[src/rtl/csr_mux_pkg.sv]
// Shared constants and elaboration-time helpers for the shadowed bus multiplexer.
// Assumes the bus word width is at least one bit.
package csr_mux_pkg;

    localparam int ACC_RO = 0;
    localparam int ACC_WO = 1;
    localparam int ACC_RW = 2;

    // Number of bus chunks a register of width w needs.
    function automatic int chunks_for(input int w, input int d);
        return (w + d - 1) / d;
    endfunction

    // Address span of a register after rounding up to the alignment quantum.
    function automatic int span_for(input int w, input int d, input int align);
        int c;
        int q;
        c = chunks_for(w, d);
        q = 1 << align;
        return ((c + q - 1) / q) * q;
    endfunction

endpackage

[src/rtl/csr_addr_decode.sv]
// Address decoder: maps a bus address to a one-hot register hit and the chunk
// index inside that register. Padding and unmapped addresses give no hit.
// Assumes the whole layout fits inside 2^ADDR_W addresses.
module csr_addr_decode import csr_mux_pkg::*; #(
    parameter int ADDR_W = 8,
    parameter int DATA_W = 8,
    parameter int NREG   = 5,
    parameter int ALIGN  = 0,
    parameter int CW     = 2,
    parameter int REG_W [NREG] = '{4, 8, 16, 0, 20}
) (
    input  logic [ADDR_W-1:0] addr,
    output logic [NREG-1:0]   hit,
    output logic [CW-1:0]     chunk
);

    // Start address of register idx: sum of the aligned spans before it.
    function automatic int base_of(input int idx);
        int b;
        b = 0;
        for (int j = 0; j < idx; j++) begin
            b += span_for(REG_W[j], DATA_W, ALIGN);
        end
        return b;
    endfunction

    logic [ADDR_W:0] addr_ext;
    logic [CW-1:0]   ofs [NREG];

    assign addr_ext = {1'b0, addr};

    for (genvar g = 0; g < NREG; g++) begin : g_reg
        localparam int NCH  = chunks_for(REG_W[g], DATA_W);
        localparam int BASE = base_of(g);
        if (NCH == 0) begin : g_empty
            assign hit[g] = 1'b0;
            assign ofs[g] = '0;
        end else begin : g_range
            localparam logic [ADDR_W:0] LO = (ADDR_W+1)'(BASE);
            localparam logic [ADDR_W:0] HI = (ADDR_W+1)'(BASE + NCH);
            // Range compare against the real chunks only, not the padding.
            assign hit[g] = (addr_ext >= LO) && (addr_ext < HI);
            assign ofs[g] = hit[g] ? CW'(addr_ext - LO) : '0;
        end
    end

    // Merge the per-register chunk offsets; at most one is non-zero.
    always_comb begin
        chunk = '0;
        for (int i = 0; i < NREG; i++) begin
            chunk = chunk | ofs[i];
        end
    end

endmodule

[src/rtl/csr_reg_slot.sv]
// One register's port logic: read strobe and read capture, write collection
// and commit. Assumes W >= 1 and that sel is high only for chunks 0..NCH-1.
module csr_reg_slot import csr_mux_pkg::*; #(
    parameter int DATA_W = 8,
    parameter int W      = 16,
    parameter int ACC    = ACC_RW,
    parameter int CW     = 2
) (
    input  logic              clk,
    input  logic              rst_n,
    input  logic              sel,
    input  logic [CW-1:0]     chunk,
    input  logic              bus_rd,
    input  logic              bus_wr,
    input  logic [DATA_W-1:0] bus_wdata,
    input  logic [W-1:0]      elem_rdata,
    output logic              elem_rstb,
    output logic              elem_wstb,
    output logic [W-1:0]      elem_wdata,
    output logic [DATA_W-1:0] rd_word
);

    localparam int NCH    = chunks_for(W, DATA_W);
    localparam int PW     = NCH * DATA_W;
    localparam bit CAN_RD = (ACC != ACC_WO);
    localparam bit CAN_WR = (ACC != ACC_RO);
    localparam logic [CW-1:0] LAST_C = CW'(NCH - 1);

    logic [PW-1:0]     live_pad;
    logic [PW-1:0]     commit_val;
    logic [DATA_W-1:0] upper_word;
    logic              rd_hit;
    logic              wr_hit;
    logic              is_first;
    logic              is_last;
    logic              unused_slot;

    assign live_pad  = PW'(elem_rdata);
    assign rd_hit    = CAN_RD && sel;
    assign wr_hit    = CAN_WR && sel && bus_wr;
    assign is_first  = (chunk == '0);
    assign is_last   = (chunk == LAST_C);
    assign elem_rstb = rd_hit && bus_rd && is_first;
    assign unused_slot = ^{commit_val, live_pad};

    if (NCH > 1) begin : g_wide
        logic [PW-DATA_W-1:0] rsh;
        logic [PW-DATA_W-1:0] wsh;

        // Capture the upper chunks of the live value when chunk 0 is read.
        always_ff @(posedge clk) begin
            if (!rst_n) begin
                rsh <= '0;
            end else if (elem_rstb) begin
                rsh <= live_pad[PW-1:DATA_W];
            end
        end

        // Select the captured byte for a higher-chunk read.
        always_comb begin
            upper_word = '0;
            for (int k = 1; k < NCH; k++) begin
                if (chunk == CW'(k)) begin
                    upper_word = rsh[(k-1)*DATA_W +: DATA_W];
                end
            end
        end

        // Collect the bytes of every chunk below the top one.
        always_ff @(posedge clk) begin
            if (!rst_n) begin
                wsh <= '0;
            end else if (wr_hit && !is_last) begin
                for (int k = 0; k < NCH - 1; k++) begin
                    if (chunk == CW'(k)) begin
                        wsh[k*DATA_W +: DATA_W] <= bus_wdata;
                    end
                end
            end
        end

        assign commit_val = {bus_wdata, wsh};
    end else begin : g_narrow
        assign upper_word = '0;
        assign commit_val = bus_wdata;
    end

    // Byte offered to the read multiplexer for this register.
    always_comb begin
        if (!rd_hit) begin
            rd_word = '0;
        end else if (is_first) begin
            rd_word = live_pad[DATA_W-1:0];
        end else begin
            rd_word = upper_word;
        end
    end

    // Commit the assembled value with a one-cycle strobe on the top chunk.
    always_ff @(posedge clk) begin
        if (!rst_n) begin
            elem_wstb  <= 1'b0;
            elem_wdata <= '0;
        end else begin
            elem_wstb <= wr_hit && is_last;
            if (wr_hit && is_last) begin
                elem_wdata <= commit_val[W-1:0];
            end
        end
    end

endmodule

[src/rtl/csr_read_mux.sv]
// Read data path: ORs the per-register bytes and registers the result.
// Assumes at most one register offers a non-zero byte in a cycle.
module csr_read_mux #(
    parameter int DATA_W = 8,
    parameter int NREG   = 5
) (
    input  logic                   clk,
    input  logic                   rst_n,
    input  logic                   bus_rd,
    input  logic [NREG*DATA_W-1:0] words,
    output logic [DATA_W-1:0]      rdata
);

    logic [DATA_W-1:0] merged;

    // Fold all register bytes into one.
    always_comb begin
        merged = '0;
        for (int i = 0; i < NREG; i++) begin
            merged = merged | words[i*DATA_W +: DATA_W];
        end
    end

    // Present the byte one cycle after the read, zero when no read.
    always_ff @(posedge clk) begin
        if (!rst_n) begin
            rdata <= '0;
        end else begin
            rdata <= bus_rd ? merged : '0;
        end
    end

endmodule

[src/rtl/csr_shadow_mux.sv]
// Top: connects a narrow register bus to NREG registers of build-time widths
// and kinds. Wide registers get atomic access through per-register shadows.
// Assumes the sum of the widths is at least 1.
module csr_shadow_mux import csr_mux_pkg::*; #(
    parameter int ADDR_W  = 8,
    parameter int DATA_W  = 8,
    parameter int NREG    = 5,
    parameter int ALIGN   = 0,
    parameter int REG_W   [NREG] = '{4, 8, 16, 0, 20},
    parameter int REG_ACC [NREG] = '{ACC_RO, ACC_WO, ACC_RW, ACC_RW, ACC_RW},
    localparam int TOT_W  = REG_W.sum()
) (
    input  logic              clk,
    input  logic              rst_n,
    input  logic [ADDR_W-1:0] bus_addr,
    input  logic              bus_rd,
    output logic [DATA_W-1:0] bus_rdata,
    input  logic              bus_wr,
    input  logic [DATA_W-1:0] bus_wdata,
    output logic [NREG-1:0]   reg_rstb,
    input  logic [TOT_W-1:0]  reg_rdata,
    output logic [NREG-1:0]   reg_wstb,
    output logic [TOT_W-1:0]  reg_wdata
);

    // Largest chunk count of any register.
    function automatic int max_chunks();
        int m;
        m = 1;
        for (int j = 0; j < NREG; j++) begin
            if (chunks_for(REG_W[j], DATA_W) > m) begin
                m = chunks_for(REG_W[j], DATA_W);
            end
        end
        return m;
    endfunction

    // Bit offset of register idx on the flat data ports.
    function automatic int off_of(input int idx);
        int o;
        o = 0;
        for (int j = 0; j < idx; j++) begin
            o += REG_W[j];
        end
        return o;
    endfunction

    localparam int MAX_CH = max_chunks();
    localparam int CW     = (MAX_CH > 1) ? $clog2(MAX_CH) : 1;

    logic [NREG-1:0]        hit;
    logic [CW-1:0]          chunk;
    logic [NREG*DATA_W-1:0] words;
    logic                   unused_hit;

    assign unused_hit = ^hit;

    csr_addr_decode #(
        .ADDR_W (ADDR_W),
        .DATA_W (DATA_W),
        .NREG   (NREG),
        .ALIGN  (ALIGN),
        .CW     (CW),
        .REG_W  (REG_W)
    ) u_decode (
        .addr  (bus_addr),
        .hit   (hit),
        .chunk (chunk)
    );

    for (genvar g = 0; g < NREG; g++) begin : g_slot
        if (REG_W[g] == 0) begin : g_void
            assign reg_rstb[g] = 1'b0;
            assign reg_wstb[g] = 1'b0;
            assign words[g*DATA_W +: DATA_W] = '0;
        end else begin : g_live
            localparam int OFF = off_of(g);
            csr_reg_slot #(
                .DATA_W (DATA_W),
                .W      (REG_W[g]),
                .ACC    (REG_ACC[g]),
                .CW     (CW)
            ) u_slot (
                .clk        (clk),
                .rst_n      (rst_n),
                .sel        (hit[g]),
                .chunk      (chunk),
                .bus_rd     (bus_rd),
                .bus_wr     (bus_wr),
                .bus_wdata  (bus_wdata),
                .elem_rdata (reg_rdata[OFF +: REG_W[g]]),
                .elem_rstb  (reg_rstb[g]),
                .elem_wstb  (reg_wstb[g]),
                .elem_wdata (reg_wdata[OFF +: REG_W[g]]),
                .rd_word    (words[g*DATA_W +: DATA_W])
            );
        end
    end

    csr_read_mux #(
        .DATA_W (DATA_W),
        .NREG   (NREG)
    ) u_rdmux (
        .clk    (clk),
        .rst_n  (rst_n),
        .bus_rd (bus_rd),
        .words  (words),
        .rdata  (bus_rdata)
    );

endmodule

[config.mk]
export PLATFORM = sky130hd
export DESIGN_NAME = csr_shadow_mux
export DESIGN_NICKNAME = d
export VERILOG_FILES = /design/src/rtl/csr_mux_pkg.sv /design/src/rtl/csr_addr_decode.sv /design/src/rtl/csr_reg_slot.sv /design/src/rtl/csr_read_mux.sv /design/src/rtl/csr_shadow_mux.sv
export SDC_FILE = /design/constraint.sdc
export NUM_CORES = 1
export LEC_CHECK = 0
export ABC_AREA = 1
export BUFFER_PORTS_ARGS = -buffer_cell sky130_fd_sc_hd__buf_2
export CAP_MARGIN = 20
export CORE_UTILIZATION = 50
export CTS_CLUSTER_DIAMETER = 60
export CTS_CLUSTER_SIZE = 14
export DETAILED_ROUTE_END_ITERATION = 6
export PLACE_DENSITY_LB_ADDON = 0.25
export SLEW_MARGIN = 40
export SYNTH_ARGS = -nofsm -noshare
export SYNTH_HDL_FRONTEND = slang
export SYNTH_SLANG_ARGS = --single-unit
[constraint.sdc]
create_clock -name clk -period 2.1 [get_ports clk]
set_input_delay 0.315 -clock clk [delete_from_list [all_inputs] [get_ports clk]]
set_output_delay 0.315 -clock clk [all_outputs]
set_load 0.05 [all_outputs]
==> results.md <==
- Result of the run: complete, no violations
- Wirelength, routed: ~10 mm
- Average size of a mapped cell: between 7 and 8 um2
- Estimated wirelength of the detail-placed design: 7.41 mm
- Top achievable clock speed: approximately 490 MHz
- Number of max-cap violations: 0
- Total iterations of the first detailed-routing run: 5
- Antenna Diode Count: 0
- Die extent in y: between 90 and 100 um
- Top area cells in the synthesized netlist: sky130_fd_sc_hd__dfxtp_1, sky130_fd_sc_hd__a21oi_1, sky130_fd_sc_hd__o21ai_0
- Core footprint: between 0.007 and 0.008 mm2
- Iteration-0 DRC count of the detailed router: 184
- Overall overflow remaining after global route: 0
- Buffer depth of the longest clock path: 2
- Netlist area before placement: 0.00408 mm2
- First-pass GRT wire length: between 15 and 20 mm
- Final GP Congestion: roughly 0.83
- Effective utilization at floorplan: 0.522
- WP data required: around 1.8 ns
- Cell taking the most area after synthesis: sky130_fd_sc_hd__dfxtp_1
- Tmin final: roughly 2 ns
- Most numerous cell types in the synthesized netlist: sky130_fd_sc_hd__dfxtp_1, sky130_fd_sc_hd__nand2_1, sky130_fd_sc_hd__a21oi_1
- Share of the synthesized area in the top cell type: 0.486
- Type of origin of the critical path: primary input
- Yosys warning total: 0
- Final period util: 0.971
- Static leakage power: roughly 2.3 nW
- Via count of the first global-routing pass: around 3,700
- Count of endpoints failing setup in the final report: 0
- Endpoint kind of the worst setup timing path: output port
- TritonCTS clock tree: yes
- IO Pins: 134
- Average detailed-routed wire length per instance: roughly 13 um
- Crit path kind: primary input to output port
- Met2 capacity usage during global routing: 0.399
- Die Area: between 0.008 and 0.009 mm2
- H-tree depth: 3
- Number of placement rows: 32
- Clock-pin slew on the worst setup and hold paths: ~0.1 ns
- Chip Width: slightly above 90 um
- Layer with the highest usage: met2
- Number of hold violations in the final report: 0
- Leading cell type by number of instances after synthesis: sky130_fd_sc_hd__dfxtp_1
- Arrival time at the worst endpoint: between 1.5 and 2 ns
- Proportion of register bits with asynchronous set or reset after synthesis: 0
- Signed area change from the synthesized netlist to the final layout: 27.8%
- Via count: 3,961
- Port bufs: 117
- Hold Buf Count CTS: 0
- Most used flip-flop cell after synthesis: sky130_fd_sc_hd__dfxtp_1
- Total CTS buffers: 9
- Max-slew violation count: 0
- Layout cells sized above 1: 0.291
- Clock skew: 0.00978 ns
- Global routing usage on met1: 0.322
- Sinks on the clock net: about 100
- PD cells: around 650 mW/mm2
- Largest vdd supply drop: between 0.4 and 0.5 mV
- Vias/cell: roughly 5
- Initial antenna violation count: 0
- Source-to-sink clock delay at the later pin of the worst-skew pair: 0.36 ns
- Unique masters post-synth: 24
- Post-layout nets: roughly 750
- Aggregate global-route resource usage: 0.246
- Root cell of the clock tree: sky130_fd_sc_hd__clkbuf_8
- M3 GR Usage: 0.0509
- Pin count of the biggest net entering global routing: 42
- Count of unresolved DRC violations after routing: 0
- Smallest hold slack: approximately 0.18 ns
- Post-route ant nets: 0
- Synthesized instance count: 545
- FF+latch count, synth: 99
- Number of synthesized flops with an enable pin: 0
- Power after layout: between 3 and 4 mW
- Sequential-to-total area share from yosys stat: 0.486
- Hold crit path type: primary input to register
- Highest net fanout along the worst path: 4
-- placed cells by master (no fill, tap or decap), types with 3 or more instances in the layout --
cell type                    n
sky130_fd_sc_hd__nor2_2      6
sky130_fd_sc_hd__buf_4      41
sky130_fd_sc_hd__o21ai_0    64
sky130_fd_sc_hd__a21oi_1    72
sky130_fd_sc_hd__nor2_4      3
sky130_fd_sc_hd__inv_1      47
sky130_fd_sc_hd__inv_2       3
sky130_fd_sc_hd__dfxtp_1    99
sky130_fd_sc_hd__buf_12      4
sky130_fd_sc_hd__clkbuf_8    9
sky130_fd_sc_hd__nand3_1    48
sky130_fd_sc_hd__conb_1      8
sky130_fd_sc_hd__nor2_1     67
sky130_fd_sc_hd__nand2_1    77
sky130_fd_sc_hd__buf_2     113
-- routing by layer --
layer  up-vias  share of wire
met3        14          0.059
met2       118           0.47
met1      1815           0.45
met5         -              0
met4         0          0.017
li1       2014              -
-- report_power, final --
group | internal [mW] | switching (mW) | total, mW
logic | 0.111 | 0.182 | 0.293
registers | 1.88 | 0.00180 | 1.88
clock network | 0.462 | 0.728 | 1.19
-- final timing paths --
| path | start | to | slack (ns) | cells after the start |
|---|---|---|---|---|
| setup / recovery | bus_addr[1] | reg_rstb[0] | 0.06 | 12 |
| hold / removal | reg_rdata[22] | g_slot[2].g_live.u_slot.g_wide.rsh[2]$_SDFFE_PN0P_ | 0.18 | 3 |
| setup reg to reg | g_slot[4].g_live.u_slot.g_wide.rsh[9]$_SDFFE_PN0P_ | u_rdmux.rdata[1]$_SDFF_PN0_ | 1.25 | 4 |
| hold reg to reg | g_slot[4].g_live.u_slot.elem_wdata[0]$_SDFFE_PN0P_ | g_slot[4].g_live.u_slot.elem_wdata[0]$_SDFFE_PN0P_ | 0.45 | 2 |
-- sequential cells by signal, summed over array words and instances, names as in the netlist --
register	count
g_slot.g_live.u_slot.elem_wdata	44
u_rdmux.rdata	8
g_slot.g_live.u_slot.g_wide.wsh	24
g_slot.g_live.u_slot.g_wide.rsh	20
g_slot.g_live.u_slot.elem_wstb	3
-- stage by stage --
step	TNS (ns)	util	instances	worst slack, ns	instance area, um2
floorplan	0	-	552	0.0156	4110
global placement	-2.09	0.629	769	-0.112	4910
detailed placement	-4.16	0.629	769	-0.124	4910
CTS	0	0.664	789	0.00211	5180
global route	-0.0189	0.667	789	-0.0127	5210
finish	0	0.667	789	0.0618	5210
-- worst max-delay path: stages --
cell and delay (ns):
sky130_fd_sc_hd__buf_2 0.11, sky130_fd_sc_hd__inv_2 0.07, sky130_fd_sc_hd__ha_2 0.18, sky130_fd_sc_hd__inv_1 0.05
sky130_fd_sc_hd__o21ai_2 0.11, sky130_fd_sc_hd__nor2_2 0.07, sky130_fd_sc_hd__nor2_2 0.16, sky130_fd_sc_hd__nor2_4 0.06
sky130_fd_sc_hd__nor2_4 0.14, sky130_fd_sc_hd__buf_12 0.12, sky130_fd_sc_hd__and3_4 0.18, sky130_fd_sc_hd__buf_8 0.14
-- cell families after synthesis --
family          synth area share
compound gates             0.172
fa+ha+maj                0.00920
buf+inv                    0.109
flops                      0.486
other cells             0.000919
simple gates               0.223
-- area by class of cell --
class                   instances  area [um2]
clock buffers                   9         124
clock inverters                 7        68.8
fillers                       734        2600
inverters                      52         195
multi-input cells             360        1730
flip-flops and latches         99        1980
well taps                     102         128
repair buffers                160         980
-- what timing repair did --
item	4_1_cts	5_1_grt
setup buffers	4	0
endpoints found under the setup margin	3	3
pin swaps	8	7
resized for setup	14	9
No activity file was read; power rests on OpenSTA's default activity.
